<file path="config.mk">
export PLATFORM = sky130hd
export DESIGN_NAME = chop_seq_top
export DESIGN_NICKNAME = d
export VERILOG_FILES = /design/src/rtl/chop_seq_pkg.sv /design/src/rtl/chop_mod_prescaler.sv /design/src/rtl/chop_phase_seq.sv /design/src/rtl/chop_exc_driver.sv /design/src/rtl/chop_seq_top.sv
export SDC_FILE = /design/constraint.sdc
export NUM_CORES = 1
export LEC_CHECK = 0
export CORE_MARGIN = 8
export CORE_UTILIZATION = 40
export DETAILED_ROUTE_END_ITERATION = 8
export PLACE_DENSITY = 0.59
export SLEW_MARGIN = 10
export SYNTH_ARGS = -nofsm -noshare
export SYNTH_HDL_FRONTEND = slang
export SYNTH_HIERARCHICAL = 1
export SYNTH_SLANG_ARGS = --single-unit
</file>
<file path="constraint.sdc">
create_clock -name clk -period 8.85 [get_ports clk]
set_input_delay 0.885 -clock clk [delete_from_list [all_inputs] [get_ports clk]]
set_output_delay 0.885 -clock clk [all_outputs]
set_load 0.005 [all_outputs]
</file>
<file path="src/rtl/chop_seq_pkg.sv">
package chop_seq_pkg;
  typedef enum logic {
    PH_RUN   = 1'b0,
    PH_DELAY = 1'b1
  } phase_e;
endpackage

</file>
<file path="src/rtl/chop_mod_prescaler.sv">
module chop_mod_prescaler #(
  parameter int DIV = 16
) (
  input  logic clk,
  input  logic rst_n,
  input  logic restart,
  output logic tick
);
  localparam int W = (DIV > 1) ? $clog2(DIV) : 1;
  localparam logic [W-1:0] LAST = W'(DIV - 1);

  logic [W-1:0] cnt;

  assign tick = (cnt == LAST);

  always_ff @(posedge clk) begin
    if (!rst_n)        cnt <= '0;
    else if (restart)  cnt <= '0;
    else if (tick)     cnt <= '0;
    else               cnt <= cnt + W'(1);
  end
endmodule

</file>
<file path="src/rtl/chop_phase_seq.sv">
module chop_phase_seq
  import chop_seq_pkg::*;
#(
  parameter int DLY_W = 4,
  parameter int SF_W  = 12
) (
  input  logic             clk,
  input  logic             rst_n,
  input  logic             restart,
  input  logic             tick,
  input  logic             chop_en,
  input  logic [DLY_W-1:0] dly_code,
  input  logic [SF_W-1:0]  sf,
  output logic             chop_ph,
  output logic             in_delay,
  output logic             take,
  output logic             last
);
  localparam int CNT_W = SF_W + 2;

  phase_e           state;
  logic [CNT_W-1:0] cnt;
  logic [CNT_W-1:0] sf_x;
  logic [CNT_W-1:0] run_len;
  logic [CNT_W-1:0] dly_last;
  logic             dly_nz;
  phase_e           start_state;

  assign sf_x        = CNT_W'(sf);
  assign run_len     = chop_en ? (sf_x + (sf_x << 1)) : sf_x;
  assign dly_last    = CNT_W'(dly_code) - CNT_W'(1);
  assign dly_nz      = (dly_code != '0);
  assign start_state = (chop_en && dly_nz) ? PH_DELAY : PH_RUN;

  assign in_delay = (state == PH_DELAY);
  assign take     = tick && (state == PH_RUN);
  assign last     = take && (cnt == run_len - CNT_W'(1));

  always_ff @(posedge clk) begin
    if (!rst_n) begin
      state   <= PH_RUN;
      cnt     <= '0;
      chop_ph <= 1'b0;
    end else if (restart) begin
      state   <= start_state;
      cnt     <= '0;
      chop_ph <= 1'b0;
    end else if (tick) begin
      case (state)
        PH_DELAY: begin
          if (cnt == dly_last) begin
            state <= PH_RUN;
            cnt   <= '0;
          end else begin
            cnt <= cnt + CNT_W'(1);
          end
        end
        default: begin
          if (last) begin
            cnt <= '0;
            if (chop_en) begin
              chop_ph <= ~chop_ph;
              if (dly_nz) state <= PH_DELAY;
            end
          end else begin
            cnt <= cnt + CNT_W'(1);
          end
        end
      endcase
    end
  end
endmodule

</file>
<file path="src/rtl/chop_exc_driver.sv">
module chop_exc_driver (
  input  logic clk,
  input  logic rst_n,
  input  logic restart,
  input  logic tick,
  input  logic chop_en,
  input  logic ac_en,
  input  logic cal_busy,
  input  logic chop_ph,
  output logic exc_p,
  output logic exc_n
);
  logic ac_q;

  always_ff @(posedge clk) begin
    if (!rst_n)              ac_q <= 1'b0;
    else if (restart || tick) ac_q <= chop_en && ac_en && !cal_busy;
  end

  assign exc_p = ac_q ? chop_ph : 1'b1;
  assign exc_n = ~exc_p;
endmodule

</file>
<file path="src/rtl/chop_seq_top.sv">
module chop_seq_top #(
  parameter int MOD_DIV = 16,
  parameter int DLY_W   = 4,
  parameter int SF_W    = 12
) (
  input  logic             clk,
  input  logic             rst_n,
  input  logic             chop_en,
  input  logic             ac_en,
  input  logic             cal_busy,
  input  logic [DLY_W-1:0] dly_code,
  input  logic [SF_W-1:0]  sf,
  output logic             chop_ph,
  output logic             exc_p,
  output logic             exc_n,
  output logic             mod_rst,
  output logic             filt_take,
  output logic             word_rdy
);
  localparam int KEY_W = 1 + DLY_W + SF_W;

  logic [KEY_W-1:0] key, key_q;
  logic             restart;
  logic             mod_tick;

  assign key     = {chop_en, (chop_en ? dly_code : {DLY_W{1'b0}}), sf};
  assign restart = (key != key_q);

  always_ff @(posedge clk) begin
    if (!rst_n) key_q <= '0;
    else        key_q <= key;
  end

  chop_mod_prescaler #(.DIV(MOD_DIV)) u_pre (
    .clk(clk), .rst_n(rst_n), .restart(restart), .tick(mod_tick)
  );

  chop_phase_seq #(.DLY_W(DLY_W), .SF_W(SF_W)) u_seq (
    .clk(clk), .rst_n(rst_n), .restart(restart), .tick(mod_tick),
    .chop_en(chop_en), .dly_code(dly_code), .sf(sf),
    .chop_ph(chop_ph), .in_delay(mod_rst), .take(filt_take), .last(word_rdy)
  );

  chop_exc_driver u_exc (
    .clk(clk), .rst_n(rst_n), .restart(restart), .tick(mod_tick),
    .chop_en(chop_en), .ac_en(ac_en), .cal_busy(cal_busy),
    .chop_ph(chop_ph), .exc_p(exc_p), .exc_n(exc_n)
  );
endmodule

</file>
==> summary.md <==
| Metric | Value |
|---|---|
| Worst Skew | `0.00736 ns` |
| Final setup TNS | `0 ns` |
| Die width | `110 µm` |
| Crit-path max cell delay | `0.62 ns` |
| Initial DRT Pass Iterations | `5` |
| Seq/Total Area, Yosys | `21.3%` |
| Crit-path slowest cell | `clkdlybuf4s50_1` |
| Post-Syn Area per Cell | `7.63 µm²` |
| Most frequent CP cell | `clkdlybuf4s50_1` |
| Initial Util | `41.1%` |
| Pleak | `0.00146 µW` |
| Mapped Area | `3570 µm²` |
| Cells after Synth | `468` |
| Worst setup SP type | `input pin` |
| Hold/Removal Path Class | `flop to flop` |
| N_diodes | `0` |
| Core area | `8680 µm²` |
| Fill count | `880` |
| EDFF count, synth | `0` |
| Initial antenna violation count | `0` |
| Slew Viols, Final | `0` |
| Row count | `34` |
| Synth cell types | `72` |
| Max transition margin | `32.9%` |
| Hold_ws | `0.450 ns` |
| Unrepaired setup endpoints after global routing | `no` |
| Vias | `3478` |
| Top Family by Delay on Critical Path | `simple AND/OR/NAND/NOR gates` |
| Worst-margin pin slew | `0.980 ns` |
| IO Pins | `27` |
| Largest net degree at the start of global routing | `60` |
| CP max FO | `10` |
| Clock Path Buffers | `2` |
| Power, Total | `500 µW` |
| Max VDD drop | `72.3 µV` |
| Fin crit share | `71.1%` |
| Synth warn | `6` |
| Final Hold Vio Count | `0` |
| Root buffer cell | `clkbuf_8` |
| Area added between synthesis and finish | `12.2%` |
| Htree depth | `2` |
| Fmax | `159 MHz` |
| Final setup violation count | `0` |
| Wire per inst | `16.1 µm` |
| GRT Overall Usage | `15.1%` |
| Die Span Y | `110 µm` |
| Status | `finished clean` |
| Drt initial violations | `195` |
| CTS Hold Bufs | `0` |
| CTS tree | `done` |
| Nets | `516` |
| Post-CTS Setup Inserts | `0` |
| Crit path buffers/inverters | `3` |
| Number of max-cap violations | `0` |
| Arrival time of the worst setup path | `5.40 ns` |
| CP Cell Sequence | `clkdlybuf4s50_1 > ha_1 > inv_1 > fa_1 > xnor2_1 > mux2_4 > a2111oi_4 > or3b_1 > or3_1 > a211oi_1 > a41oi_1 > nor3b_1 > and3_4 > clkdlybuf4s50_1` |
| Clk_lat worst skew | `0.30 ns` |
| Via/cell ratio | `5.93` |
| Crit path required time | `7.97 ns` |
| Minimum clock period | `6.29 ns` |
| Syn_nets | `506` |
| Routed Antenna Nets | `0` |
| DRT Wirelength | `9460 µm` |
| PortBufs | `26` |
| Share of cells above drive strength 1 | `5.01%` |
| DRC violations left | `0` |
| Vias in the first global route | `3266` |
| First-pass GRT wire length | `16000 µm` |
| Clock sink count | `38` |
| Final HPWL from detailed placement | `7150 µm` |
| CTS clock-pin slew for the worst setup and hold paths | `0.09 ns` |
| TritonCTS Buffers | `5` |
| Number of synthesized register bits | `38` |
| CP Capture Type | `primary output` |
| Critical path class | `input pin to primary output` |
| Die area | `12200 µm²` |
| Pwr dens | `125 nW/µm²` |
| GRT overflow | `0` |
| Synth Flop Type | `dfxtp_1` |
| Post-layout util | `46.2%` |
| Synth async-reset ratio | `0%` |
| CTS resizes | `0` |
| Routability-driven placement congestion ratio | `0.848` |
## final cells by class
| class | count | area [µm²] | area share, % |
|---|---|---|---|
| clock buffers | 5 | 68.8 | 1.72 |
| multi-input cells | 387 | 2640 | 65.9 |
| repair buffers | 27 | 263 | 6.56 |
| clock inverters | 3 | 68.8 | 1.72 |
| flip-flops and latches | 38 | 761 | 19.0 |
| inverters | 19 | 71.3 | 1.78 |
| well taps | 108 | 135 | 3.37 |
## power breakdown
| part | leakage, µW | internal, µW | switching (µW) |
|---|---|---|---|
| logic | 0.00108 | 58.4 | 80.6 |
| registers | 0.000311 | 175 | 2.13 |
| clock network | 0.0000683 | 113 | 71.1 |
| total | 0.00146 | 347 | 154 |
## cell families (layout without fill, tap and decap cells)
family / after synthesis / after routing / synth area share, %
AND/OR/NAND/NOR: 211 / 211 / 32.5
XOR/XNOR: 46 / 46 / 11.7
multiplexers: 7 / 7 / 2.14
AO/OA/AOI/OAI: 106 / 106 / 21.4
flip-flops: 38 / 38 / 21.3
adder cells (fa/ha/maj): 17 / 17 / 6.17
buffers and inverters: 43 / 54 / 4.80
## final timing paths
kind	start	end	slack, ns	cells past startpoint
setup reg to reg	u_pre/cnt[0]	u_seq/cnt[4]	5.69	11
hold reg to reg	u_pre/cnt[0]	u_pre/cnt[0]	0.45	1
hold / removal	u_pre/cnt[0]	u_pre/cnt[0]	0.45	1
setup / recovery	sf[1]	word_rdy	2.56	14
## sequential cells by signal, summed over array words and instances (netlist names)
register        count
u_seq/in_delay      1
key_q              17
u_seq/cnt          14
u_seq/chop_ph       1
u_pre/cnt           4
u_exc/ac_q          1
## per-stage QoR
stage / std cells / worst slack, ns / area [µm²]
4_1_cts: 587 / 2.54 / 4010
3_3_place_gp: 579 / 2.73 / 3870
3_5_place_dp: 579 / 2.57 / 3870
5_1_grt: 587 / 2.18 / 4010
6_report: 587 / 2.56 / 4010
2_1_floorplan: 468 / 4.11 / 3570
## synthesized netlist by cell type (all sizes together), types with 3 or more instances
cell,count,area (µm²)
nand2,34,128
a31oi,6,37.5
and3,14,97.6
nor2b,5,31.3
a21oi,22,110
or3,6,37.5
a211o,4,35.0
xor2,22,193
nand4,6,37.5
inv,18,67.6
o31a,3,26.3
or4,6,45.0
clkbuf,16,61.3
mux2i,5,50.1
nor2,40,153
nand3,24,120
nand2b,10,62.6
nand4b,7,61.3
o2111ai,7,61.3
o211ai,3,22.5
o2111a,3,33.8
nor4,10,68.8
ha,16,200
and2,17,106
or3b,4,37.5
a211oi,8,60.1
buf,8,38.8
nor3,16,80.1
dfxtp,38,761
o21ai,19,98.9
xnor2,23,201
a21o,3,22.5
o22ai,4,25.0
## cells in the final DEF (no fill, tap or decap), types with 7 or more instances in the layout
| cell type | count |
|---|---|
| nor2_1 | 39 |
| dfxtp_1 | 38 |
| nand2_1 | 34 |
| clkdlybuf4s50_1 | 25 |
| nand3_1 | 24 |
| xnor2_1 | 23 |
| xor2_1 | 22 |
| a21oi_1 | 22 |
| o21ai_0 | 18 |
| inv_1 | 18 |
| and2_1 | 17 |
| ha_1 | 16 |
| nor3_1 | 16 |
| and3_1 | 12 |
| nand2b_1 | 10 |
| nor4_1 | 9 |
| a211oi_1 | 8 |
| nand4b_1 | 7 |
| o2111ai_1 | 7 |
## routing by layer
metal	up-vias	part of all wire, %	global-route usage, %
met1	1659	49	19.9
met2	59	47	24.9
met4	0	1.5	3.78
li1	1746	-	-
met3	14	2.6	2.49
met5	-	0	0
Power figures use the tool's default switching activity.
